## config.mk

```make
export PLATFORM = sky130hd
export DESIGN_NAME = pmc_wp_power_ctrl
export DESIGN_NICKNAME = d
export VERILOG_FILES = /design/src/rtl/pmc_pkg.sv /design/src/rtl/pmc_pin_sync.sv /design/src/rtl/pmc_prog_latch.sv /design/src/rtl/pmc_power_ctl.sv /design/src/rtl/pmc_write_gate.sv /design/src/rtl/pmc_wp_power_ctrl.sv
export SDC_FILE = /design/constraint.sdc
export NUM_CORES = 1
export LEC_CHECK = 0
export ABC_AREA = 1
export BUFFER_PORTS_ARGS = -buffer_cell sky130_fd_sc_hd__buf_2
export CAP_MARGIN = 20
export CORE_ASPECT_RATIO = 1.1
export CORE_MARGIN = 5
export CORE_UTILIZATION = 43
export DETAILED_ROUTE_END_ITERATION = 8
export GPL_ROUTABILITY_DRIVEN = 0
export PLACE_DENSITY = 0.8
export SLEW_MARGIN = 25
export SYNTH_ARGS = -nofsm -noshare
export SYNTH_HDL_FRONTEND = slang
export SYNTH_SLANG_ARGS = --single-unit
```

## constraint.sdc

```tcl
create_clock -name clk -period 1 [get_ports clk]
set_clock_uncertainty 0.05 [all_clocks]
set_input_delay 0.1 -clock clk [delete_from_list [all_inputs] [get_ports clk]]
set_output_delay 0.1 -clock clk [all_outputs]
set_load 0.05 [all_outputs]
```

## src/rtl/pmc_pkg.sv

```systemverilog
package pmc_pkg;

   // Write target carried with the write strobe
   typedef enum logic {
      TGT_MEM = 1'b0,
      TGT_DAC = 1'b1
   } pmc_tgt_e;

   // Per-cycle command bundle after decode
   typedef struct packed {
      logic wren;
      logic wrds;
      logic pden;
      logic pdds;
   } pmc_cmd_t;

   localparam int unsigned PMC_MAX_SYNC = 4;
   localparam int unsigned PMC_MAX_CH   = 64;

   // Next value of a set/clear latch where the clear side has priority
   function automatic logic latch_clr_wins(input logic q, input logic set, input logic clr);
      logic n;
      n = q;
      if (set) n = 1'b1;
      if (clr) n = 1'b0;
      return n;
   endfunction

   // Next value of a set/clear latch where the set side has priority
   function automatic logic latch_set_wins(input logic q, input logic set, input logic clr);
      logic n;
      n = q;
      if (clr) n = 1'b0;
      if (set) n = 1'b1;
      return n;
   endfunction

endpackage

```

## src/rtl/pmc_pin_sync.sv

```systemverilog
module pmc_pin_sync #(
   parameter int unsigned STAGES  = 2,
   parameter logic        RST_VAL = 1'b0
) (
   input  logic clk,
   input  logic rst_n,
   input  logic d_i,
   output logic q_o
);

   if (STAGES > pmc_pkg::PMC_MAX_SYNC) begin : g_bad_stages
      $error("pmc_pin_sync: STAGES exceeds limit");
   end

   if (STAGES == 0) begin : g_bypass
      assign q_o = d_i;
   end else begin : g_chain
      logic [STAGES-1:0] chain_q;

      always_ff @(posedge clk or negedge rst_n) begin
         if (!rst_n) begin
            chain_q <= {STAGES{RST_VAL}};
         end else begin
            chain_q[0] <= d_i;
            for (int i = 1; i < STAGES; i++) begin
               chain_q[i] <= chain_q[i-1];
            end
         end
      end

      assign q_o = chain_q[STAGES-1];
   end

endmodule

```

## src/rtl/pmc_prog_latch.sv

```systemverilog
module pmc_prog_latch (
   input  logic clk,
   input  logic rst_n,
   input  logic set_i,
   input  logic clr_i,
   output logic en_o
);

   logic en_q;
   logic en_d;

   // Disable is the safe side: it wins a tie
   always_comb begin
      en_d = pmc_pkg::latch_clr_wins(en_q, set_i, clr_i);
   end

   always_ff @(posedge clk or negedge rst_n) begin
      if (!rst_n) begin
         en_q <= 1'b0;
      end else begin
         en_q <= en_d;
      end
   end

   // Value before the current edge; writes in the same cycle see this
   assign en_o = en_q;

endmodule

```

## src/rtl/pmc_power_ctl.sv

```systemverilog
module pmc_power_ctl (
   input  logic clk,
   input  logic rst_n,
   input  logic pden_i,
   input  logic pdds_i,
   input  logic pd_high_i,
   input  logic cs_high_i,
   output logic dac_standby_o,
   output logic mem_standby_o
);

   logic sleep_q;
   logic sleep_d;
   logic asleep_d;
   logic dac_sb_q;
   logic mem_sb_q;

   // Commands only act while the forcing pin is released
   always_comb begin
      if (pd_high_i) begin
         sleep_d = pmc_pkg::latch_set_wins(sleep_q, pden_i, pdds_i);
      end else begin
         sleep_d = sleep_q;
      end
      asleep_d = !pd_high_i || sleep_d;
   end

   always_ff @(posedge clk or negedge rst_n) begin
      if (!rst_n) begin
         sleep_q  <= 1'b0;
         dac_sb_q <= 1'b1;
         mem_sb_q <= 1'b0;
      end else begin
         sleep_q  <= sleep_d;
         dac_sb_q <= asleep_d;
         mem_sb_q <= asleep_d && cs_high_i;
      end
   end

   assign dac_standby_o = dac_sb_q;
   assign mem_standby_o = mem_sb_q;

endmodule

```

## src/rtl/pmc_write_gate.sv

```systemverilog
module pmc_write_gate #(
   parameter int unsigned NUM_CH = 4,
   parameter int unsigned CH_W   = 2
) (
   input  logic              clk,
   input  logic              rst_n,
   input  logic              write_i,
   input  pmc_pkg::pmc_tgt_e tgt_i,
   input  logic [CH_W-1:0]   ch_i,
   input  logic              prot_high_i,
   input  logic              prog_en_i,
   output logic              mem_ok_o,
   output logic [NUM_CH-1:0] reg_ok_o,
   output logic [NUM_CH-1:0] out_ok_o
);

   logic [NUM_CH-1:0] ch_sel;
   logic              dac_wr;
   logic              mem_wr;
   logic              mem_ok_q;
   logic [NUM_CH-1:0] reg_ok_q;
   logic [NUM_CH-1:0] out_ok_q;

   // Per-channel decode; indices past NUM_CH match no channel
   for (genvar g = 0; g < NUM_CH; g++) begin : g_dec
      assign ch_sel[g] = (ch_i == CH_W'(g));
   end

   assign dac_wr = write_i && (tgt_i == pmc_pkg::TGT_DAC);
   assign mem_wr = write_i && (tgt_i == pmc_pkg::TGT_MEM);

   always_ff @(posedge clk or negedge rst_n) begin
      if (!rst_n) begin
         mem_ok_q <= 1'b0;
         reg_ok_q <= '0;
         out_ok_q <= '0;
      end else begin
         mem_ok_q <= mem_wr && prog_en_i;
         if (dac_wr && prot_high_i) begin
            out_ok_q <= ch_sel;
            reg_ok_q <= prog_en_i ? ch_sel : '0;
         end else begin
            out_ok_q <= '0;
            reg_ok_q <= '0;
         end
      end
   end

   assign mem_ok_o = mem_ok_q;
   assign reg_ok_o = reg_ok_q;
   assign out_ok_o = out_ok_q;

endmodule

```

## src/rtl/pmc_wp_power_ctrl.sv

```systemverilog
module pmc_wp_power_ctrl #(
   parameter int unsigned NUM_CH      = 4,
   parameter int unsigned SYNC_STAGES = 2,
   localparam int unsigned CH_W       = (NUM_CH > 1) ? $clog2(NUM_CH) : 1
) (
   input  logic              clk,
   input  logic              rst_n,
   input  logic              wren_i,
   input  logic              wrds_i,
   input  logic              pden_i,
   input  logic              pdds_i,
   input  logic              write_i,
   input  logic              write_dac_i,
   input  logic [CH_W-1:0]   write_ch_i,
   input  logic              protect_i,
   input  logic              pd_i,
   input  logic              cs_i,
   output logic              mem_wr_ok_o,
   output logic [NUM_CH-1:0] dac_reg_wr_ok_o,
   output logic [NUM_CH-1:0] dac_out_upd_o,
   output logic              dac_standby_o,
   output logic [NUM_CH-1:0] dac_out_en_o,
   output logic              mem_standby_o
);

   if (NUM_CH < 1 || NUM_CH > pmc_pkg::PMC_MAX_CH) begin : g_bad_ch
      $error("pmc_wp_power_ctrl: NUM_CH out of range");
   end
   if (SYNC_STAGES > pmc_pkg::PMC_MAX_SYNC) begin : g_bad_sync
      $error("pmc_wp_power_ctrl: SYNC_STAGES out of range");
   end

   pmc_pkg::pmc_cmd_t cmd;
   logic              prot_s;
   logic              pd_s;
   logic              cs_s;
   logic              prog_en;
   pmc_pkg::pmc_tgt_e tgt;

   assign cmd.wren = wren_i;
   assign cmd.wrds = wrds_i;
   assign cmd.pden = pden_i;
   assign cmd.pdds = pdds_i;
   assign tgt      = write_dac_i ? pmc_pkg::TGT_DAC : pmc_pkg::TGT_MEM;

   // Reset values of the pins are the safe levels: protected, asleep, deselected
   pmc_pin_sync #(.STAGES(SYNC_STAGES), .RST_VAL(1'b0)) u_sync_prot (
      .clk   (clk),
      .rst_n (rst_n),
      .d_i   (protect_i),
      .q_o   (prot_s)
   );

   pmc_pin_sync #(.STAGES(SYNC_STAGES), .RST_VAL(1'b0)) u_sync_pd (
      .clk   (clk),
      .rst_n (rst_n),
      .d_i   (pd_i),
      .q_o   (pd_s)
   );

   pmc_pin_sync #(.STAGES(SYNC_STAGES), .RST_VAL(1'b1)) u_sync_cs (
      .clk   (clk),
      .rst_n (rst_n),
      .d_i   (cs_i),
      .q_o   (cs_s)
   );

   pmc_prog_latch u_prog (
      .clk   (clk),
      .rst_n (rst_n),
      .set_i (cmd.wren),
      .clr_i (cmd.wrds),
      .en_o  (prog_en)
   );

   pmc_power_ctl u_pwr (
      .clk           (clk),
      .rst_n         (rst_n),
      .pden_i        (cmd.pden),
      .pdds_i        (cmd.pdds),
      .pd_high_i     (pd_s),
      .cs_high_i     (cs_s),
      .dac_standby_o (dac_standby_o),
      .mem_standby_o (mem_standby_o)
   );

   pmc_write_gate #(.NUM_CH(NUM_CH), .CH_W(CH_W)) u_gate (
      .clk         (clk),
      .rst_n       (rst_n),
      .write_i     (write_i),
      .tgt_i       (tgt),
      .ch_i        (write_ch_i),
      .prot_high_i (prot_s),
      .prog_en_i   (prog_en),
      .mem_ok_o    (mem_wr_ok_o),
      .reg_ok_o    (dac_reg_wr_ok_o),
      .out_ok_o    (dac_out_upd_o)
   );

   // Output drivers go high impedance while the converter section sleeps
   for (genvar g = 0; g < NUM_CH; g++) begin : g_oe
      assign dac_out_en_o[g] = !dac_standby_o;
   end

endmodule

```

==> results of run 1 <==
## layout make-up
type / count / share of cell area [%]
Clock buffer: 4 / 2.75
Inverter: 5 / 1.96
Multi-Input combinational cell: 23 / 11.1
Sequential cell: 19 / 50.1
Tap cell: 16 / 2.09
Timing Repair Buffer: 35 / 31.9
## registers in the layout (all words and copies together) (netlist names)
register,cells
u_gate.out_ok_o,4
u_pwr.sleep_q,1
u_gate.mem_ok_o,1
u_sync_prot.g_chain.chain_q,2
u_sync_cs.g_chain.chain_q,2
u_pwr.mem_standby_o,1
u_gate.reg_ok_o,4
u_pwr.dac_standby_o,1
u_sync_pd.g_chain.chain_q,2
u_prog.en_o,1
## placed cells by master (no fill, tap or decap)
| cell | n |
|---|---|
| nand2_1 | 10 |
| clkbuf_4 | 3 |
| buf_2 | 12 |
| dlygate4sd3_1 | 8 |
| inv_2 | 1 |
| inv_1 | 4 |
| nand3_1 | 1 |
| clkbuf_1 | 1 |
| nor2_1 | 7 |
| buf_4 | 1 |
| nand3_4 | 1 |
| buf_6 | 14 |
| dfrtp_1 | 16 |
| dfstp_2 | 3 |
| nor3_1 | 4 |
## power by group
group          internal [uW]  leakage, uW  switching (uW)
logic                   94.0     0.000240             152
clock network            155    0.0000150             202
registers                804     0.000239            14.8
## worst max-delay path: cells and delay by family, from the launching register on
family / cells / cell delay [ps]
flops: 1 / 550
buf+inv: 2 / 210
## worst paths after layout
kind	from	to	slack [ps]	depth (start not counted)
min reg2reg	u_sync_pd.g_chain.chain_q[0]	u_sync_pd.g_chain.chain_q[1]	310	0
max	u_pwr.dac_standby_o	dac_out_en_o[3]	-200	2
max reg2reg	u_sync_pd.g_chain.chain_q[1]	u_pwr.mem_standby_o	180	5
max in group asynchronous	rst_n	u_sync_cs.g_chain.chain_q[0]	370	2
min in group asynchronous	rst_n	u_gate.reg_ok_o[3]	210	2
min	write_i	u_gate.mem_ok_o	3	3
## per-stage QoR
step,instance area (um2),cells,hold slack (ps),setup TNS [ps]
CTS,933,102,1.99,-962
global placement,759,90,-10.4,0
global route,956,102,11.7,-1150
floorplan,627,50,-246,-1310
finish,956,102,3.28,-969
detailed placement,759,90,-3.23,0
## per-layer routing
| metal | global-route usage (%) | vias to the layer above | part of all wire (%) |
|---|---|---|---|
| met5 | 0 | - | 0 |
| met4 | 4.27 | 0 | 0.48 |
| met3 | 2.55 | 2 | 11 |
| met2 | 19.0 | 21 | 55 |
| met1 | 12.4 | 210 | 33 |
| li1 | - | 220 | - |
## cells by family (layout without fill, tap and decap cells)
kind of cell,count (synthesis),after routing
AND/OR/NAND/NOR,23,23
buffers and inverters,8,44
flip-flops,19,19
## repair_timing
item | CTS | global route
pin swaps | 0 | 0
gates resized for setup | 24 | 6
hold buffers | 8 | 0
hold endpoints to repair | 25 | 0
endpoints found under the setup margin | 15 | 14
==> reports/metrics.csv, run 1 <==
metric,value,unit
outcome,finished with violations,
failing checks,negative setup slack,
Synth Area in XOR/XNOR,0,%
Vert. Die Dim,50.0,um
multiplexer share of the synthesized area,0,%
pre-CTS WS,83.8,ps
drt wl/cell,10.2,um
# diodes,0,
Mean Syn Cell Area,12.5,um2
Post-synth EDFFs,0,
setup bufs post-CTS,0,
Area Overhead vs Synth,52.5,%
Most used DFF post-synth,dfrtp_1,
TritonCTS clock tree,built,
register area share after synthesis,76.4,%
Final #Nets,100,
Global Route Usage Sum,11.0,%
total grt overflow,0,
CTS Buffer Depth,2,
# port buffers,27,
Worst path max stage delay,550,ps
top-count cell post-synth,dfrtp_1,
Post-Syn Nets,63,
die area,2320,um2
startpoint types,flop,
Post-synth top cells,"16 x dfrtp_1, 10 x nand2_1, 7 x nor2_1",
final worst path period share,120,%
antenna violations before repair,0,
first-pass GRT wire length,1860,um
routed vias,453,
top cell type's share of synthesized area,63.9,%
dominant cells by area after synthesis,"dfrtp_1 64%, dfstp_2 13%, nand2_1 6.0%, nor2_1 4.2%, buf_4 3.6%",
H-tree levels,1,
drc violations,0,
# clock sinks,19,
FILL cells,90,
I/O pin cnt,28,
Yosys reg bits,19,
mapped cell area,627,um2
area of the multi-input gates,106,um2
total chip power,1420,uW
Rows,14,
Iter 0 DRT Violations,5,
post-layout util,69.1,%
share of cells above drive strength 1,40.7,%
Compound-Gate Fraction of Synth Area,0,%
DP Wirelength,748,um
"Slowest-stage cell, CP",dfstp_2,
Mapped Cells,50,
Clock Latency Late Sink,280,ps
final WL,1040,um
Slew @ Worst Pin,382,ps
crit path max fanout,4,
Adder-Cell Fraction of Synth Area,0,%
largest net degree at the start of global routing,20,
RSZ-0062 raised after global routing,true,
PD cells,1490,nW/um2
Tmin final,1200,ps
core area,1380,um2
dominant cell type by area after synthesis,dfrtp_1,
Ys Warns,0,
Arrival @ worst endpoint,1050,ps
Hold Path Class,in -> reg,
Critical Path RT,850,ps
max-slew violations,0,
worst ir drop on vdd,1010,uV
DRT antenna net count,0,
post-synthesis simple-gate area fraction,17.0,%
via density per instance,4.44,
slew margin rel.,74.5,%
largest family of logic cells by synthesized area,simple AND/OR/NAND/NOR gates,
"Distinct cells, synth",9,
PnR worst setup slack,-198,ps
CP Capture Type,output port,
vias in the first global route,475,
Fmax achieved,0.835,GHz
ys async rst share,100,%
Worst-path clk slew,90,ps
Final Hold Fails,0,
critical path class,reg -> out,
TritonCTS buffer count,3,
Max-Cap Viols,0,
Root Buffer Master,clkbuf_4,
Die X,46.4,um
TritonRoute pass-1 iters,5,
static leakage,0.000494,uW
"Setup violations, final",5,
Initial Utilization,45.3,%
area occupied by registers,479,um2
crit path cell chain,inv_2 > buf_6,
Power figures use the tool's default switching activity.
==> run 2, diff against run 1 <==
- CORE_ASPECT_RATIO: 1.1 -> unset
- CORE_UTILIZATION: 43 -> 46
- PLACE_DENSITY: 0.8 -> 0.84
- clock period: 1 -> 1.4 ns (I/O delays scaled with it)
==> reports/metrics.csv, run 2 (synthesis gave the netlist of run 1 again) <==
metric,value,unit
outcome,"finished, final reports clean",
FILL cells,104,
Tmin final,1270,ps
Area Overhead vs Synth,34.7,%
Rows,13,
Slew @ Worst Pin,388,ps
Met2 Wirelength,539,um
Iter 0 DRT Violations,2,
setup bufs post-CTS,0,
Root Buffer Master,clkbuf_4,
area occupied by registers,479,um2
Global Route Usage Sum,12.0,%
TritonRoute pass-1 iters,3,
total grt overflow,0,
largest net degree at the start of global routing,20,
critical path class,reg -> out,
top sig layer,met4,
startpoint types,flop,
# port buffers,27,
crit path cell chain,inv_1 > buf_2,
DRT antenna net count,0,
routed vias,426,
Max-Cap Viols,0,
setup TNS,0,ps
NetSw,264,uW
"Setup violations, final",0,
Critical Path RT,1210,ps
static leakage,0.000473,uW
worst path bufs/invs,2,
share of cells above drive strength 1,40.5,%
Final Non-Filler Cells,99,
# clock sinks,19,
RSZ-0062 raised after global routing,false,
via density per instance,4.30,
Resize count post-CTS,0,
total chip power,992,uW
H-tree levels,1,
"Slowest-stage cell, CP",dfstp_2,
DP Wirelength,791,um
CP Capture Type,output port,
Clock Latency Late Sink,280,ps
"commonest non-fill, non-tap cell in the layout",buf_2,
slew margin rel.,74.1,%
Final Hold Fails,0,
Placed Instances,89,
area of the multi-input gates,106,um2
PD cells,1170,nW/um2
crit path max fanout,4,
final worst path period share,90.6,%
first-pass GRT wire length,1730,um
antenna violations before repair,0,
die area,2200,um2
drc violations,0,
post-layout util,64.9,%
Worst path max stage delay,540,ps
I/O pin cnt,28,
Crit path max-delay family,flip-flops,
max-slew violations,0,
Routed met3 length,125,um
Hold Path Class,in -> reg,
Vert. Die Dim,46.9,um
worst ir drop on vdd,709,uV
Worst-path clk slew,100,ps
Fmax achieved,0.788,GHz
vias in the first global route,393,
Final #Nets,98,
TritonCTS clock tree,built,
Arrival @ worst endpoint,1080,ps
switching portion of total power,26.6,%
Comb pwr share,15.1,%
TritonCTS buffer count,3,
CTS Buffer Depth,2,
core area,1300,um2
Initial Utilization,48.2,%
final WL,1080,um
M1 WL,391,um
sequential power share,58.8,%
clock share of power,26.2,%
drt wl/cell,10.9,um
# diodes,0,
Die X,46.9,um
Pint,728,uW
"commonest cells after routing, fill and taps aside","27 x buf_2, 16 x dfrtp_1, 10 x nand2_1, 7 x nor2_1, 6 x dlygate4sd3_1",
==> run 2: cell count changes in the layout (fill, tap and decap cells not counted) <==
| cell | delta |
|---|---|
| buf_6 | -14 |
| dlygate4sd3_1 | -2 |
| inv_1 | +1 |
| buf_2 | +15 |
| buf_4 | -1 |
| inv_2 | -1 |
==> run 2: through the flow <==
| stage | setup slack, ps | hold slack (ps) | cell area [um2] |
|---|---|---|---|
| 2_1_floorplan | -39.8 | -206 | 627 |
| 3_3_place_gp | 455 | 29.1 | 758 |
| 3_5_place_dp | 440 | 36.9 | 758 |
| 4_1_cts | 116 | 15.0 | 845 |
| 5_1_grt | 75.7 | 15.1 | 845 |
| 6_report | 131 | 24.9 | 845 |
==> run 2: tightest hold or removal path, cell delays in order <==
cell	delay (ps)
buf_2	70
nand2_1	50
nand2_1	60
==> run 2: timing repair <==
| action | CTS | global route |
|---|---|---|
| hold buffers | 6 | 0 |
| endpoints found under the setup margin | 0 | 0 |
| endpoints found under the hold margin | 21 | 0 |
==> run 2: worst paths after layout <==
check                                                   from                            to  slack, ps  cells past startpoint
worst max-delay path                     u_pwr.dac_standby_o               dac_out_en_o[1]        130                      2
worst min-delay path                                  pden_i                 u_pwr.sleep_q         20                      3
worst max register to register  u_sync_pd.g_chain.chain_q[1]           u_pwr.mem_standby_o        560                      5
worst min register to register  u_sync_pd.g_chain.chain_q[0]  u_sync_pd.g_chain.chain_q[1]        310                      0
max in group asynchronous                              rst_n  u_sync_cs.g_chain.chain_q[0]        720                      2
min in group asynchronous                              rst_n            u_gate.out_ok_o[2]        260                      2
==> run 2: per-layer routing <==
metal,track usage (%),vias to the layer above
li1,-,218
met1,13.6,187
met2,19.2,19
met3,3.45,2
met4,8.29,0
met5,0,-
==> run 2: power by group through the flow <==
stage | clock network (uW) | registers, uW | logic (uW)
6_report | 259 | 583 | 150
5_1_grt | 297 | 585 | 164
4_1_cts | 270 | 583 | 151
3_5_place_dp | 0 | 594 | 138
3_3_place_gp | 0 | 592 | 135
2_1_floorplan | 0 | 623 | 67.2
==> run 2: layout make-up <==
class	instances	share of cell area [%]
timing repair buffer	33	23.1
sequential	19	56.7
inverter	5	2.22
multi-input combinational	23	12.6
clock buffer	4	3.11
tap	15	2.22
==> run 3, diff against run 2 <==
- BUFFER_PORTS_ARGS: -buffer_cell sky130_fd_sc_hd__buf_2 -> unset
- CORE_AREA: unset -> 5 5 42 44
- CORE_MARGIN: 5 -> unset
- CORE_UTILIZATION: 46 -> unset
- DIE_AREA: unset -> 0 0 47 49
- DONT_BUFFER_PORTS: unset -> 1
- PLACE_DENSITY: 0.84 -> 0.68
==> reports/metrics.csv, run 3 (synthesis gave the netlist of run 1 again) <==
metric,value,unit
PnR worst setup slack,56.4,ps
Die X,47,um
final worst path period share,96.0,%
vias in the first global route,422,
slew margin rel.,48.7,%
core area,1400,um2
H-tree levels,1,
outcome,"finished, final reports clean",
final WL,1010,um
Slew @ Worst Pin,767,ps
DRT antenna net count,0,
Arrival @ worst endpoint,1510,ps
Fmax achieved,0.744,GHz
static leakage,0.000401,uW
Iter 0 DRT Violations,6,
final non-filler cell area,833,um2
total grt overflow,0,
critical path class,in -> reg,
drt wl/cell,12.0,um
post-layout util,59.5,%
CTS Buffer Depth,2,
TritonCTS buffer count,3,
Vert. Die Dim,49,um
worst ir drop on vdd,658,uV
antenna violations before repair,0,
Critical Path RT,1560,ps
# port buffers,0,
Final #Nets,82,
first-pass GRT wire length,1680,um
I/O pin cnt,28,
PD cells,1200,nW/um2
Final Hold Fails,0,
TritonCTS clock tree,built,
setup TNS,0,ps
routed vias,398,
TritonRoute pass-1 iters,3,
via density per instance,4.74,
Initial Utilization,44.7,%
Clock Latency Late Sink,280,ps
Tmin final,1340,ps
Global Route Usage Sum,10.4,%
DP Wirelength,659,um
startpoint types,primary input,
RSZ-0062 raised after global routing,false,
"commonest cells after routing, fill and taps aside","16 x dfrtp_1, 15 x dlygate4sd3_1, 10 x nand2_1, 7 x nor2_1, 4 x inv_1",
total chip power,997,uW
crit path max fanout,3,
"commonest non-fill, non-tap cell in the layout",dfrtp_1,
largest net degree at the start of global routing,20,
Hold Path Class,reg -> reg,
Placed Instance Area,652,um2
drc violations,0,
"Setup violations, final",0,
CP Capture Type,flop,
share of cells above drive strength 1,16.2,%
max-slew violations,0,
Rows,14,
die area,2300,um2
Max-Cap Viols,0,
Root Buffer Master,clkbuf_4,
Area Overhead vs Synth,32.9,%
setup bufs post-CTS,0,
# diodes,0,
pre-CTS WS,461,ps
# clock sinks,19,
Worst-path clk slew,100,ps
[run 3: final cells by class]
type,instances,area (um2)
inverters,5,18.8
fillers,122,568
flip-flops and latches,19,479
repair buffers,17,178
well taps,16,20.0
multi-input cells,23,111
clock buffers,4,26.3
[run 3: what timing repair did]
action | 4_1_cts | 5_1_grt
endpoints found under the hold margin | 34 | 0
resized for setup | 0 | 1
hold buffers | 15 | 0
setup endpoints to repair | 0 | 1
[run 3: where the power goes]
part	internal, uW	switching [uW]	total, uW
logic	51.4	82.1	134
registers	574	31.6	606
clock network	111	147	258
[run 3: layer usage]
metal  vias up  wire [um]  GRT usage, %
met3         0        147          5.90
met1       191        353          10.0
li1        187          -             -
met2        20        505          17.2
met5         -          0             0
met4         0          0          4.61
[run 3: worst paths after layout]
kind	start	to	slack (ps)	depth (start not counted)
hold reg to reg	u_sync_pd.g_chain.chain_q[0]	u_sync_pd.g_chain.chain_q[1]	310	0
max in group asynchronous	rst_n	u_gate.reg_ok_o[1]	510	1
min in group asynchronous	rst_n	u_sync_pd.g_chain.chain_q[1]	320	1
setup / recovery	write_ch_i[1]	u_gate.reg_ok_o[3]	60	4
setup reg to reg	u_sync_pd.g_chain.chain_q[1]	u_pwr.sleep_q	140	4
hold / removal	u_sync_pd.g_chain.chain_q[0]	u_sync_pd.g_chain.chain_q[1]	310	0
[run 3: through the flow]
step / hold WS (ps) / cells
after floorplan: -206 / 50
after global placement: -205 / 65
after detailed placement: -205 / 65
after CTS: 311 / 84
after global routing: 321 / 84
final: 310 / 84
[run 3: worst max-delay path, cell delays in order]
cell	delay, ps
dlygate4sd3_1	580
nand2_1	60
dlygate4sd3_1	580
nor3_2	140
